$ cat src/rtl/atx_ctl_pkg.sv
package atx_ctl_pkg;

  localparam int CTL_W       = 24;  // host word width
  localparam int NUM_IRQ     = 3;   // interrupt sources
  localparam int USED_W      = 6;   // bits that hold state

  typedef enum logic [1:0] {
    CS_CORE_1024 = 2'b00,
    CS_PIN_256   = 2'b01,
    CS_PIN_384   = 2'b10,
    CS_PIN_512   = 2'b11
  } clk_src_e;

  // Packed layout equals the host bit positions: [5] force, [4:3] clock, [2:0] enables
  typedef struct packed {
    logic                 force_blk;
    clk_src_e             clk_src;
    logic [NUM_IRQ-1:0]   irq_en;
  } ctl_reg_t;

  // Interrupt enable indices inside irq_en
  localparam int IE_EMPTY = 0;
  localparam int IE_UNDR  = 1;
  localparam int IE_BLOCK = 2;

endpackage

$ cat src/rtl/atx_ctl_reg.sv
module atx_ctl_reg
  import atx_ctl_pkg::*;
(
  input  logic     clk,
  input  logic     rst,
  input  logic     wr_en,
  input  ctl_reg_t wr_val,
  input  logic     tx_enabled,
  input  logic     blk_started,
  output ctl_reg_t ctl_q
);

  ctl_reg_t ctl_d;

  always_comb begin
    ctl_d = ctl_q;
    if (wr_en) begin
      ctl_d.irq_en = wr_val.irq_en;
      if (!tx_enabled)
        ctl_d.clk_src = wr_val.clk_src;
    end
    // host set has priority over the sequencer clear
    if (wr_en && wr_val.force_blk)
      ctl_d.force_blk = 1'b1;
    else if (blk_started)
      ctl_d.force_blk = 1'b0;
  end

  always_ff @(posedge clk) begin
    if (rst) ctl_q <= '0;
    else     ctl_q <= ctl_d;
  end

  // clock field frozen while transmitter runs
  a_r8_sel_locked: assert property (@(posedge clk) disable iff (rst)
    tx_enabled |=> $stable(ctl_q.clk_src));

  // clock field loads when stopped
  a_r7_sel_loads: assert property (@(posedge clk) disable iff (rst)
    (wr_en && !tx_enabled) |=> ctl_q.clk_src == $past(wr_val.clk_src));

  // a set write wins over a same-cycle clear
  a_r11_write_wins: assert property (@(posedge clk) disable iff (rst)
    (wr_en && wr_val.force_blk) |=> ctl_q.force_blk);

  // the sequencer pulse clears the bit
  a_r10_self_clear: assert property (@(posedge clk) disable iff (rst)
    (blk_started && !(wr_en && wr_val.force_blk)) |=> !ctl_q.force_blk);

  // only the sequencer can clear the bit
  a_r9_sticky: assert property (@(posedge clk) disable iff (rst)
    (ctl_q.force_blk && !blk_started) |=> ctl_q.force_blk);

endmodule

$ cat src/rtl/atx_irq_gate.sv
module atx_irq_gate #(
  parameter int N = 3
) (
  input  logic [N-1:0] en,
  input  logic [N-1:0] cond,
  output logic         irq
);

  logic [N-1:0] gated;

  for (genvar i = 0; i < N; i++) begin : g_src
    assign gated[i] = en[i] & cond[i];
  end

  assign irq = |gated;

endmodule

$ cat src/rtl/atx_ctl_irq.sv
module atx_ctl_irq
  import atx_ctl_pkg::*;
#(
  parameter int CTL_BITS = CTL_W
) (
  input  logic                clk,
  input  logic                rst,
  input  logic                wr_en,
  input  logic [CTL_BITS-1:0] wr_data,
  output logic [CTL_BITS-1:0] rd_data,
  input  logic                tx_enabled,
  input  logic                blk_started,
  input  logic                st_empty,
  input  logic                st_underrun,
  input  logic                st_block,
  output logic                irq,
  output logic [1:0]          clk_sel,
  output logic                force_block
);

  localparam int RSV_W = CTL_BITS - USED_W;

  ctl_reg_t           ctl_q;
  ctl_reg_t           wr_val;
  logic [NUM_IRQ-1:0] irq_cond;

  assign wr_val = ctl_reg_t'(wr_data[USED_W-1:0]);

  atx_ctl_reg u_reg (
    .clk         (clk),
    .rst         (rst),
    .wr_en       (wr_en),
    .wr_val      (wr_val),
    .tx_enabled  (tx_enabled),
    .blk_started (blk_started),
    .ctl_q       (ctl_q)
  );

  assign irq_cond[IE_EMPTY] = st_empty;
  assign irq_cond[IE_UNDR]  = st_underrun;
  assign irq_cond[IE_BLOCK] = st_block & st_empty;

  atx_irq_gate #(.N(NUM_IRQ)) u_gate (
    .en   (ctl_q.irq_en),
    .cond (irq_cond),
    .irq  (irq)
  );

  assign rd_data     = {{RSV_W{1'b0}}, ctl_q};
  assign clk_sel     = ctl_q.clk_src;
  assign force_block = ctl_q.force_blk;

  // empty flag with its enable requests
  a_r3_empty_irq: assert property (@(posedge clk) disable iff (rst)
    (st_empty && rd_data[0]) |-> irq);

  // underrun flag with its enable requests
  a_r4_underrun_irq: assert property (@(posedge clk) disable iff (rst)
    (st_underrun && rd_data[1]) |-> irq);

  // block-only request needs both flags
  a_r5_block_needs_empty: assert property (@(posedge clk) disable iff (rst)
    (irq && !rd_data[0] && !rd_data[1]) |-> (st_block && st_empty));

  // reserved bits never take written ones
  a_r12_reserved_ignored: assert property (@(posedge clk) disable iff (rst)
    (wr_en && (|wr_data[CTL_BITS-1:USED_W])) |=> rd_data[CTL_BITS-1:USED_W] == '0);

endmodule

$ cat config.mk
export PLATFORM = sky130hd
export DESIGN_NAME = atx_ctl_irq
export DESIGN_NICKNAME = d
export VERILOG_FILES = /design/src/rtl/atx_ctl_pkg.sv /design/src/rtl/atx_ctl_reg.sv /design/src/rtl/atx_irq_gate.sv /design/src/rtl/atx_ctl_irq.sv
export SDC_FILE = /design/constraint.sdc
export NUM_CORES = 1
export LEC_CHECK = 0
export BUFFER_PORTS_ARGS = -buffer_cell sky130_fd_sc_hd__buf_2
export CORE_AREA = 2 2 43 45
export CTS_BUF_LIST = sky130_fd_sc_hd__clkbuf_4
export DETAILED_ROUTE_END_ITERATION = 12
export DIE_AREA = 0 0 45 47
export GPL_ROUTABILITY_DRIVEN = 0
export PLACE_DENSITY = 0.78
export SETUP_SLACK_MARGIN = 0.2
export SLEW_MARGIN = 20
export SYNTH_ARGS = -nofsm -noshare
export SYNTH_HDL_FRONTEND = slang
export SYNTH_HIERARCHICAL = 1
export SYNTH_SLANG_ARGS = --single-unit
$ cat constraint.sdc
create_clock -name clk -period 0.8 [get_ports clk]
set_clock_uncertainty 0.1 [all_clocks]
set_input_delay 0.12 -clock clk [delete_from_list [all_inputs] [get_ports clk]]
set_output_delay 0.12 -clock clk [all_outputs]
set_load 0.01 [all_outputs]
== Yosys cells after proc, flatten, opt, wreduce, memory -nomap -nowiden ==
Index checks and enable logic that the tools add are counted.
Widths: inputs -> output; s select.
Operators by class
  mux-type cells: 2
  bitwise operators: 5
  reduce and logical (&&, ||, !) cells: 4
Operators by type and width (count)
  $and 1x1->1: 4
  $reduce_or 3->1: 1
  $mux 1: 2
  $reduce_and 2->1: 1
  $reduce_bool 2->1: 1
  $logic_and 1x1->1: 1
  $not 1->1: 1
Storage, ports and cells
  register bits: 6
  bits of input ports: 32
  output and inout port bits: 28

== Longest topological paths before layout ==
Gate-level depths: netlist of run 1.
  depth in word-level cells: 3
  gate-level depth with buffers: 3
  mapped depth without buffers: 3

== Modules after synthesis ==
Netlist of run 1, hierarchy kept.
Modules (own cells, without submodules)
  atx_ctl_reg: times used 1, cells an instance 23, area an instance 254.0 sq um, seq. area each 120.1 sq um
  atx_ctl_irq: times used 1, cells an instance 23, area an instance 167.7 sq um, seq. area each 0.0 sq um
  atx_irq_gate: times used 1, cells an instance 2, area an instance 13.8 sq um, seq. area each 0.0 sq um

== Least setup slack after synthesis of run 1 ==
No wires, ideal clock.
  path kind: reg-to-output
  start point: register u_reg/ctl_q[0] (netlist name)
  end point: output port irq
  data arrival time: 0.759 ns
  required time: 0.580 ns
  path slack: -0.179 ns
  stages on the path, launching flop included: 3
  buffers on the path: 0
  path through: dfxtp_1 -> a222oi_1 -> inv_1
On the way
  cells in the longest elaborated chain, start to end: 2
RTL lines
  $and 1x1->1: line atx_irq_gate.sv:12  | assign gated[i] = en[i] & cond[i];
  $reduce_or 3->1: line atx_irq_gate.sv:15  | assign irq = |gated;
  end, declared: line atx_ctl_irq.sv:16  | output logic irq,
Every way passes these cells.

== Final worst setup path of run 1 ==
  start point: register u_reg/ctl_q[0] (netlist name)
  end point: output port irq
On the way
  cells in the longest elaborated chain, start to end: 2
RTL lines (line)
  $and 1x1->1: atx_irq_gate.sv:12
  $reduce_or 3->1: atx_irq_gate.sv:15
Every way passes these cells.

==> metrics.csv, run 1 <==
stage;metric;value;unit
run_status;status;complete, but fails checks;
run_status;violations;negative setup slack;
synthesis;yosys_register_bits;6;
clock_network;cts_buffers;3;
synthesis;ys_top_cells_by_area;buf_4, dfxtp_1, mux2i_1;
critical_path;max_stage_delay;0.31;ns
cells_and_area;reg_top3;u_reg/ctl_q: 6 flops;
synthesis;syn_inst;48;
cells_and_area;regMostFlops;u_reg/ctl_q;
placed_design;place_inst;85;
min_path;holdPathEnd;u_reg/ctl_q[1]$_SDFFE_PP0P_;
clock_network;cts-root-buf;clkbuf_4;
critical_path;r2r-start;u_reg/ctl_q[0]$_SDFFE_PP0P_;
synthesis;yosysUniqueCellTypes;15;
min_path;whs_path_depth;3;
synthesis;syn_area_per_cell;9.07;sq um
routing;dr.pass1.iters;4;
clock_network;cts_tree;done;
synthesis;synthTopCellsByCount;buf_4, dfxtp_1, mux2i_1, nand2b_1, nor2_1;
critical_path;crit_slowest_cell;dfxtp_2;
timing;setup_tns;-1.93;ns
critical_path;rrSetupSlack;-0.13;ns
power;peakVddDrop;435;uV
routing;vias_per_cell;3.78;
placed_design;detailed_place.area;489;sq um
min_path;hold_class;in2reg;
timing;fin_crit_sh;159;%
cells_and_area;diodes;0;
critical_path;worst_setup_path_start_kind;flip-flop;
power;p_leak;0.326;nW
placed_design;port_buffers;23;
cells_and_area;stdcell_count;91;
critical_path;cp.required;0.58;ns
routing;avgRoutedWirePerCell;9.29;microns
clock_network;clkTransAtPathRegs;0.04;ns
critical_path;path_class;reg2out;
timing;report.final.hold_viol_count;0;
power;power_per_cell_area;1370;nW/um^2
critical_path;worst-r2r-cell-count;4;
synthesis;yosysSeqAreaShare;27.6;%
floorplan;die-area;2120;sq um
clock_network;cts_hold_buffers;0;
cells_and_area;syn2layout_area_growth;38.2;%
routing;drtIter0Drc;6;
global_route;grt_usage;8.69;%
critical_path;reg2reg_to;u_reg/ctl_q[0]$_SDFFE_PP0P_;
timing;slew_viol_final;0;
global_route;grt_overflow;0;
clock_network;insertion_delay;0.23;ns
timing;setup_viol;13;
placed_design;place.detailed.hpwl;690;microns
floorplan;core;1650;sq um
routing;vias;344;
clock_network;cts_sinks;6;
min_path;hp-start;wr_data[1];
global_route;antenna_found_initial;0;
floorplan;die_x;45;microns
synthesis;ys.flop_type;dfxtp_1;
run;cap_violations;0;
cells_and_area;largest_register_ff_count;6;
synthesis;synthArstFlopShare;0;%
timing;fmax;784;MHz
floorplan;std_cell_rows;15;
synthesis;yosysMostFrequentCell;buf_4;
critical_path;worstPathCellList;a222oi_1, inv_1, buf_2;
routing;routed_wl;845;microns
cells_and_area;finalNetCount;108;
timing;worst_slack;-0.476;ns
routing;drc_errors;0;
synthesis;yosys.area.top_type;buf_4;
power;power;0.825;mW
synthesis;yosys_warnings;6;
clock_network;h-tree-depth;1;
routing;antenna_left;0;
synthesis;syn_area;435;sq um
cells_and_area;fin_area;602;sq um
floorplan;start_util;26.4;%
synthesis;synth_top_area_share;36.2;%
cells_and_area;fin_util;36.4;%
floorplan;fp.dieH;47;microns
timing;rsz0062_at_grt;true;
global_route;grt_pass1_wl;1.33;mm
cells_and_area;fill_cells;192;
critical_path;path_max_fanout;2;
clock_network;cts_max_path_buffers;2;
floorplan;ioPinCount;60;
timing;fin_crit;1.28;ns
cells_and_area;drive_gt1_share;54.1;%
synthesis;synth_enable_flop_cells;0;
global_route;grt_max_degree;9;
critical_path;arrival;1.06;ns
critical_path;cp-end-kind;output pin;
global_route;grt_pass1_vias;325;
-- area by class of cell --
type,instances,area [sq um],area share [%]
multi-input cells,36,206,34.3
well taps,17,21.3,3.53
inverters,1,3.75,0.624
repair buffers,28,220,36.6
flip-flops and latches,6,128,21.2
clock buffers,3,22.5,3.74
-- worst max path at each step --
stage	from	slack [ns]	end
floorplan	u_reg/ctl_q[0]$_SDFFE_PP0P_	-0.14	irq
global placement	st_block	-0.21	irq
detailed placement	st_block	-0.24	irq
CTS	u_reg/ctl_q[0]$_SDFFE_PP0P_	-0.48	irq
global route	u_reg/ctl_q[0]$_SDFFE_PP0P_	-0.63	irq
finish	u_reg/ctl_q[0]$_SDFFE_PP0P_	-0.48	irq
-- where the power goes --
group | internal (mW) | leakage (nW) | switching, mW
clock network | 0.169 | 0.0138 | 0.0992
logic | 0.116 | 0.261 | 0.107
registers | 0.320 | 0.0516 | 0.0139
total | 0.605 | 0.326 | 0.220
-- logic make-up (layout without fill, tap and decap cells) --
logic type / Yosys count / after routing / synth area share (%)
DFF: 6 / 6 / 27.6
buffers and inverters: 23 / 32 / 39.7
and+or+nand+nor: 11 / 11 / 17.5
other: 1 / 18 / 0.861
muxes: 3 / 3 / 6.90
AOI/OAI and AO/OA: 4 / 4 / 7.47
-- critical path, delay by kind of cell, from the launching register on --
kind | cells | cell delay, ns
AO/OA/AOI/OAI | 1 | 0.30
buffers and inverters | 2 | 0.20
flip-flops | 1 | 0.31
-- layout by cell type (no fill, tap or decap), drive strengths merged --
cell type and instances:
o21ai 2, conb 18, dfxtp 6, a222oi 1, and2 1, buf 28
mux2i 3, nand2 1, inv 1, clkbuf 3, nand4bb 2, nor2b 1
nand2b 3, a21oi 1, nor2 3
-- routing by layer --
metal,global-route usage (%),up-vias,part of all wire [%]
met5,0,-,0
met4,1.76,0,0
met3,3.46,0,9.5
met2,15.1,19,56
met1,10.1,156,35
li1,-,169,-
-- repair_timing --
action / in CTS / in global routing
gates resized for setup: 11 / 1
setup endpoints to repair: 16 / 16
hold endpoints to repair: 0 / 0
buffers inserted: 2 / 1
-- through the flow --
stage	setup WS [ns]	hold slack, ns
after floorplan	-0.143	0.0817
after global placement	-0.214	0.256
after detailed placement	-0.237	0.263
after CTS	-0.479	0.0153
after global routing	-0.625	0.0219
final	-0.476	0.0276
(Power assumes the default switching activity.)
==> run 2: changes to the inputs <==
--- a/config.mk
+++ b/config.mk
@@ -12,6 +12,7 @@
 export DIE_AREA = 0 0 45 47
 export GPL_ROUTABILITY_DRIVEN = 0
 export PLACE_DENSITY = 0.78
+export REMOVE_ABC_BUFFERS = 1
 export SETUP_SLACK_MARGIN = 0.2
 export SLEW_MARGIN = 20
 export SYNTH_ARGS = -nofsm -noshare
==> constraint.sdc (replaced) <==
create_clock -name clk -period 0.8 [get_ports clk]
set_clock_uncertainty 0.1 [all_clocks]
set_input_delay 0.12 -clock clk [delete_from_list [all_inputs] [get_ports clk]]
set_output_delay 0.12 -clock clk [all_outputs]
set_load 0.05 [all_outputs]
==> run 2 against run 1 <==
Against the previous run:
- the run still ends with negative setup slack left
- setup slack worse by 0.099 ns
- sequential power about the same
- first-iteration DRC count down 67%
- critical path depth unchanged
- clock-buffer cell count unchanged
- cell count up 1.1%
- combinational power up 120%
- non-clock buffer count up 1
- maximum frequency down 7.2%
- register-to-register slack worse by 0.10 ns
- via count up 7.0%
- die area unchanged
- largest cell class unchanged
==> metrics.csv, run 2 (synthesis gave the netlist of run 1 again) <==
stage;metric;value;unit;change
run_status;status;complete, but fails checks;;
run_status;violations;negative setup slack;;
routing;routed_wl;943;microns;+12%
routing;vias;368;;+7.0%
power;p_sw_share;43.2;%;+16 points
global_route;antenna_found_initial;0;;unchanged
timing;slew_viol_final;0;;unchanged
cells_and_area;fin_area;686;sq um;+14%
power;power;1.12;mW;+35%
routing;drc_errors;0;;unchanged
cells_and_area;final_common_cell;conb_1;;
critical_path;crit_family;compound AO/OA/AOI/OAI gates;;
floorplan;die-area;2120;sq um;unchanged
critical_path;cp.required;0.58;ns;about the same
power;pwr-share-comb;44.7;%;+18 points
clock_network;clkTransAtPathRegs;0.05;ns;about the same
cells_and_area;finalNetCount;109;;+0.93%
power;p_leak;0.360;nW;+10%
clock_network;cts_tree;done;;
global_route;grt_max_degree;9;;unchanged
critical_path;crit_start;u_reg/ctl_q[0]$_SDFFE_PP0P_;;
cells_and_area;reg_top3;u_reg/ctl_q: 6 flops;;
power;peakVddDrop;998;uV;+130%
timing;report.final.hold_viol_count;0;;unchanged
run;cap_violations;0;;unchanged
timing;setup_viol;13;;unchanged
critical_path;crit_slowest_cell;a222oi_1;;
critical_path;r2r-start;u_reg/ctl_q[0]$_SDFFE_PP0P_;;
clock_network;cts_hold_buffers;0;;unchanged
power;power_per_cell_area;1630;nW/um^2;+19%
cells_and_area;layout_common_cells;conb_1, buf_2, buf_8;;
min_path;hp-start;wr_data[1];;
placed_design;pre_cts_slack;-0.307;ns;-0.0696 ns
timing;rsz0062_at_grt;true;;
critical_path;arrival;1.16;ns;+0.10 ns
critical_path;max_stage_delay;0.33;ns;+0.02 ns
clock_network;cts_sinks;6;;unchanged
routing;avgRoutedWirePerCell;10.3;microns;+10%
critical_path;path_class;reg2out;;
clock_network;cts_max_path_buffers;2;;unchanged
cells_and_area;stdcell_count;92;;+1.1%
floorplan;start_util;26.4;%;unchanged
cells_and_area;diodes;0;;unchanged
clock_network;cts_buffers;3;;unchanged
placed_design;port_buffers;23;;unchanged
floorplan;fp.dieH;47;microns;unchanged
global_route;grt_overflow;0;;unchanged
clock_network;h-tree-depth;1;;unchanged
global_route;grt_pass1_vias;357;;+9.8%
placed_design;place_inst;85;;unchanged
cells_and_area;largest_register_ff_count;6;;unchanged
timing;fmax;727;MHz;-7.2%
power;power_frac_clock;25.5;%;-7.0 points
floorplan;core;1650;sq um;unchanged
power;switchingPower;0.483;mW;+120%
timing;fin_crit;1.38;ns;+0.0992 ns
global_route;grt_usage;10.1;%;+1.4 points
routing;dr.pass1.iters;4;;unchanged
cells_and_area;regMostFlops;u_reg/ctl_q;;
critical_path;worstPathCellList;a222oi_1, inv_1, buf_6;;
critical_path;path_max_fanout;2;;unchanged
placed_design;detailed_place.area;482;sq um;-1.5%
placed_design;place.detailed.hpwl;648;microns;-6.0%
routing;vias_per_cell;4.00;;+5.8%
critical_path;worst_setup_path_start_kind;flip-flop;;
floorplan;std_cell_rows;15;;unchanged
critical_path;critPathBufInv;2;;unchanged
timing;fin_crit_sh;172;%;+12 points
critical_path;cp-end-kind;output pin;;
clock_network;insertion_delay;0.25;ns;+0.02 ns
routing;drtIter0Drc;2;;-4
cells_and_area;syn2layout_area_growth;57.5;%;
global_route;grt_pass1_wl;1.37;mm;+2.6%
floorplan;die_x;45;microns;unchanged
clock_network;cts-root-buf;clkbuf_4;;
routing;antenna_left;0;;unchanged
power;p_int;0.636;mW;+5.0%
floorplan;ioPinCount;60;;unchanged
min_path;hold_class;in2reg;;
power;pwr-share-seq;29.7;%;-11 points
timing;worst_slack;-0.575;ns;-0.0992 ns
cells_and_area;drive_gt1_share;60.0;%;+5.9 points
run 2: changes by cell type in the layout (fill, tap and decap cells not counted):
| cell | before | now |
|---|---|---|
| dfxtp_4 | 0 | 4 |
| a21oi_2 | 0 | 1 |
| a21oi_1 | 1 | 0 |
| buf_8 | 0 | 8 |
| nand2b_1 | 3 | 0 |
| nand2b_4 | 0 | 3 |
| buf_2 | 14 | 13 |
| dfxtp_2 | 6 | 2 |
| buf_6 | 12 | 6 |
run 2: routing by layer:
layer	up-vias	track usage, %	share of wire [%]
li1	173	-	-
met1	160	7.18	24
met2	35	19.1	61
met3	0	7.31	15
met4	0	5.29	0
met5	-	0	0
run 2: final cells by class:
class / instances / area (sq um)
clock buffer: 3 / 22.5
tap: 17 / 21.3
sequential: 6 / 138
timing repair buffer: 29 / 268
fill: 157 / 966
inverter: 1 / 3.75
multi-input combinational: 36 / 233
run 2: path summary, 6_finish.rpt:
check / endpoint / slack, ns / cells past startpoint
worst max-delay path: irq / -0.58 / 3
worst min-delay path: u_reg/ctl_q[1]$_SDFFE_PP0P_ / 0.007 / 3
worst max register to register: u_reg/ctl_q[0]$_SDFFE_PP0P_ / -0.23 / 5
worst min register to register: u_reg/ctl_q[4]$_SDFFE_PP0P_ / 0.40 / 2
run 2: stage by stage:
stage | util [%] | setup TNS [ns] | hold slack (ns)
6_report | 41.5 | -2.94 | 0.00715
5_1_grt | 41.5 | -3.30 | 0.0223
4_1_cts | 38.2 | -2.58 | 0.00224
3_5_place_dp | 29.2 | -0.496 | 0.263
3_3_place_gp | 29.2 | -0.435 | 0.254
2_1_floorplan | - | -5.01 | 0.0891
run 2: power by group through the flow:
stage	clock network, mW	registers, mW	logic (mW)
floorplan	0	0.417	0.238
global placement	0	0.332	0.402
detailed placement	0	0.333	0.407
CTS	0.300	0.331	0.471
global route	0.314	0.334	0.526
finish	0.286	0.333	0.500
run 2: repair_timing:
action / CTS / global route
gates resized for setup: 38 / 8
buffers inserted: 2 / 2
pin swaps: 1 / 1
endpoints found under the setup margin: 16 / 16
run 2: worst reg2reg max path, stage by stage (launching register included):
cell and delay (ns):
dfxtp_2 0.31, buf_4 0.12, buf_6 0.10, buf_6 0.11, mux2i_1 0.12, nor2_1 0.06
==> run 3: changes to the inputs <==
--- a/config.mk
+++ b/config.mk
@@ -11,6 +11,7 @@
 export DETAILED_ROUTE_END_ITERATION = 12
 export DIE_AREA = 0 0 45 47
 export GPL_ROUTABILITY_DRIVEN = 0
+export MAX_ROUTING_LAYER = met4
 export PLACE_DENSITY = 0.78
 export REMOVE_ABC_BUFFERS = 1
 export SETUP_SLACK_MARGIN = 0.2
==> run 3 against run 2 <==
Against the previous run:
- the flow still finishes with violations (negative setup slack)
- routed wire length increased by 0.42%
- hold slack better by 0.0054 ns
- die area did not move
- critical path depth stayed put
==> metrics.csv, run 3 (synthesis gave the netlist of run 1 again) <==
stage;metric;value;unit;change
placed_design;place_inst;85;;unchanged
routing;vias;371;;+0.82%
critical_path;worst-r2r-cell-count;5;;unchanged
critical_path;crit_slowest_cell;a222oi_1;;
power;pwr-share-comb;44.9;%;+0.2 points
global_route;grt_usage;10.4;%;+0.33 points
min_path;whs_path_depth;3;;unchanged
cells_and_area;drive_gt1_share;60.0;%;unchanged
cells_and_area;syn2layout_area_growth;57.5;%;unchanged
floorplan;die_x;45;microns;unchanged
floorplan;ioPinCount;60;;unchanged
global_route;grt_pass1_wl;1.37;mm;+0.51%
clock_network;cts_buffers;3;;unchanged
floorplan;core;1650;sq um;unchanged
cells_and_area;finalNetCount;109;;unchanged
clock_network;cts_tree;done;;
timing;worst_slack;-0.578;ns;-0.00265 ns
power;peakVddDrop;979;uV;-1.8%
clock_network;cts_max_path_buffers;2;;unchanged
clock_network;cts_hold_buffers;0;;unchanged
routing;drc_errors;0;;unchanged
routing;antenna_left;0;;unchanged
global_route;grt_overflow;0;;unchanged
routing;dr.pass1.iters;4;;unchanged
timing;setup_tns;-2.94;ns;-0.00305 ns
timing;report.final.hold_viol_count;0;;unchanged
placed_design;port_buffers;23;;unchanged
timing;setup_viol;13;;unchanged
cells_and_area;largest_register_ff_count;6;;unchanged
critical_path;rrSetupSlack;-0.23;ns;about the same
clock_network;insertion_delay;0.25;ns;about the same
critical_path;reg2reg_to;u_reg/ctl_q[0]$_SDFFE_PP0P_;;
placed_design;place.detailed.hpwl;648;microns;unchanged
floorplan;start_util;26.4;%;unchanged
placed_design;detailed_place.area;482;sq um;unchanged
critical_path;max_stage_delay;0.33;ns;about the same
timing;rsz0062_at_grt;true;;
floorplan;fp.dieH;47;microns;unchanged
global_route;grt_pass1_vias;356;;-0.28%
timing;fmax;726;MHz;-0.19%
min_path;holdPathEnd;u_reg/ctl_q[1]$_SDFFE_PP0P_;;
run_status;status;complete, but fails checks;;
timing;slew_viol_final;0;;unchanged
cells_and_area;final_common_cell;conb_1;;
critical_path;worstPathCellList;a222oi_1, inv_1, buf_6;;
power;power;1.11;mW;-0.29%
cells_and_area;fin_area;686;sq um;unchanged
critical_path;critPathBufInv;2;;unchanged
cells_and_area;seq_area;138;sq um;unchanged
floorplan;std_cell_rows;15;;unchanged
run;cap_violations;0;;unchanged
routing;avgRoutedWirePerCell;10.3;microns;+0.42%
power;power_per_cell_area;1630;nW/um^2;-0.29%
floorplan;die-area;2120;sq um;unchanged
cells_and_area;regMostFlops;u_reg/ctl_q;;
critical_path;cp.required;0.58;ns;about the same
critical_path;path_class;reg2out;;
clock_network;cts-root-buf;clkbuf_4;;
timing;fin_crit;1.38;ns;+0.00265 ns
routing;drtIter0Drc;3;;+1
cells_and_area;reg_top3;u_reg/ctl_q: 6 flops;;
critical_path;path_max_fanout;2;;unchanged
cells_and_area;multiInputGateArea;233;sq um;unchanged
critical_path;cp.depth;3;;unchanged
global_route;antenna_found_initial;0;;unchanged
cells_and_area;layout_common_cells;conb_1, buf_2, buf_8;;
power;pwr-share-seq;29.9;%;+0.2 points
power;p_int;0.635;mW;about the same
routing;routed_wl;947;microns;+0.42%
power;power_frac_clock;25.3;%;-0.2 points
power;switchingPower;0.479;mW;-0.65%
clock_network;cts_sinks;6;;unchanged
critical_path;worst_setup_path_start_kind;flip-flop;;
critical_path;crit_family;compound AO/OA/AOI/OAI gates;;
power;p_leak;0.360;nW;unchanged
routing;vias_per_cell;4.03;;+0.82%
cells_and_area;diodes;0;;unchanged
cells_and_area;stdcell_count;92;;unchanged
min_path;hp-start;wr_data[1];;
critical_path;arrival;1.16;ns;about the same
clock_network;h-tree-depth;1;;unchanged
power;p_sw_share;43.0;%;-0.16 points
min_path;hold_class;in2reg;;
cells_and_area;fill_cells;157;;unchanged
critical_path;r2r-start;u_reg/ctl_q[0]$_SDFFE_PP0P_;;
clock_network;clkTransAtPathRegs;0.04;ns;about the same
run_status;violations;negative setup slack;;
global_route;grt_max_degree;9;;unchanged
critical_path;cp-end-kind;output pin;;
timing;fin_crit_sh;172;%;+0.33 points
-- run 3: cell counts in the layout (fill, tap and decap cells not counted) --
Identical to the previous run, type by type.
-- run 3: worst max path at each step --
| stage | startpoint | end |
|---|---|---|
| floorplan | u_reg/ctl_q[0]$_SDFFE_PP0P_ | irq |
| global route | u_reg/ctl_q[0]$_SDFFE_PP0P_ | irq |
| global placement | u_reg/ctl_q[0]$_SDFFE_PP0P_ | irq |
| detailed placement | st_block | irq |
| CTS | u_reg/ctl_q[0]$_SDFFE_PP0P_ | irq |
| finish | u_reg/ctl_q[2]$_SDFFE_PP0P_ | irq |
-- run 3: tightest hold or removal path: stages --
cell and delay [ns]:
buf_2 0.08, mux2i_1 0.05, nor2_1 0.07
-- run 3: cell type report --
cell class	instances	share of cell area (%)
repair buffers	29	39.1
well taps	17	3.10
flip-flops and latches	6	20.1
inverters	1	0.547
multi-input cells	36	33.9
clock buffers	3	3.28
-- run 3: what timing repair did --
action | in CTS | in global routing
endpoints found under the setup margin | 16 | 16
gates resized for setup | 38 | 8
gates cloned | 0 | 0
pin swaps | 1 | 1
setup buffers | 2 | 2
-- run 3: power by group through the flow --
stage          sequential [mW]  combinational [mW]  clock [mW]
5_1_grt                  0.334               0.526       0.314
4_1_cts                  0.331               0.471       0.300
3_5_place_dp             0.333               0.407           0
6_report                 0.333               0.500       0.282
2_1_floorplan            0.417               0.238           0
3_3_place_gp             0.332               0.402           0
-- run 3: per-layer routing --
layer,global-route usage (%),wire length [microns]
met5,-,0
met4,5.29,9
met3,7.31,138
met2,19.1,563
met1,7.18,235
-- run 3: per-stage QoR --
step	hold slack, ns	utilization [%]	setup slack [ns]
after floorplan	0.0891	-	-0.582
after global placement	0.254	29.2	-0.302
after detailed placement	0.263	29.2	-0.307
after CTS	0.00224	38.2	-0.528
after global routing	0.0223	41.5	-0.598
final	0.0125	41.5	-0.578
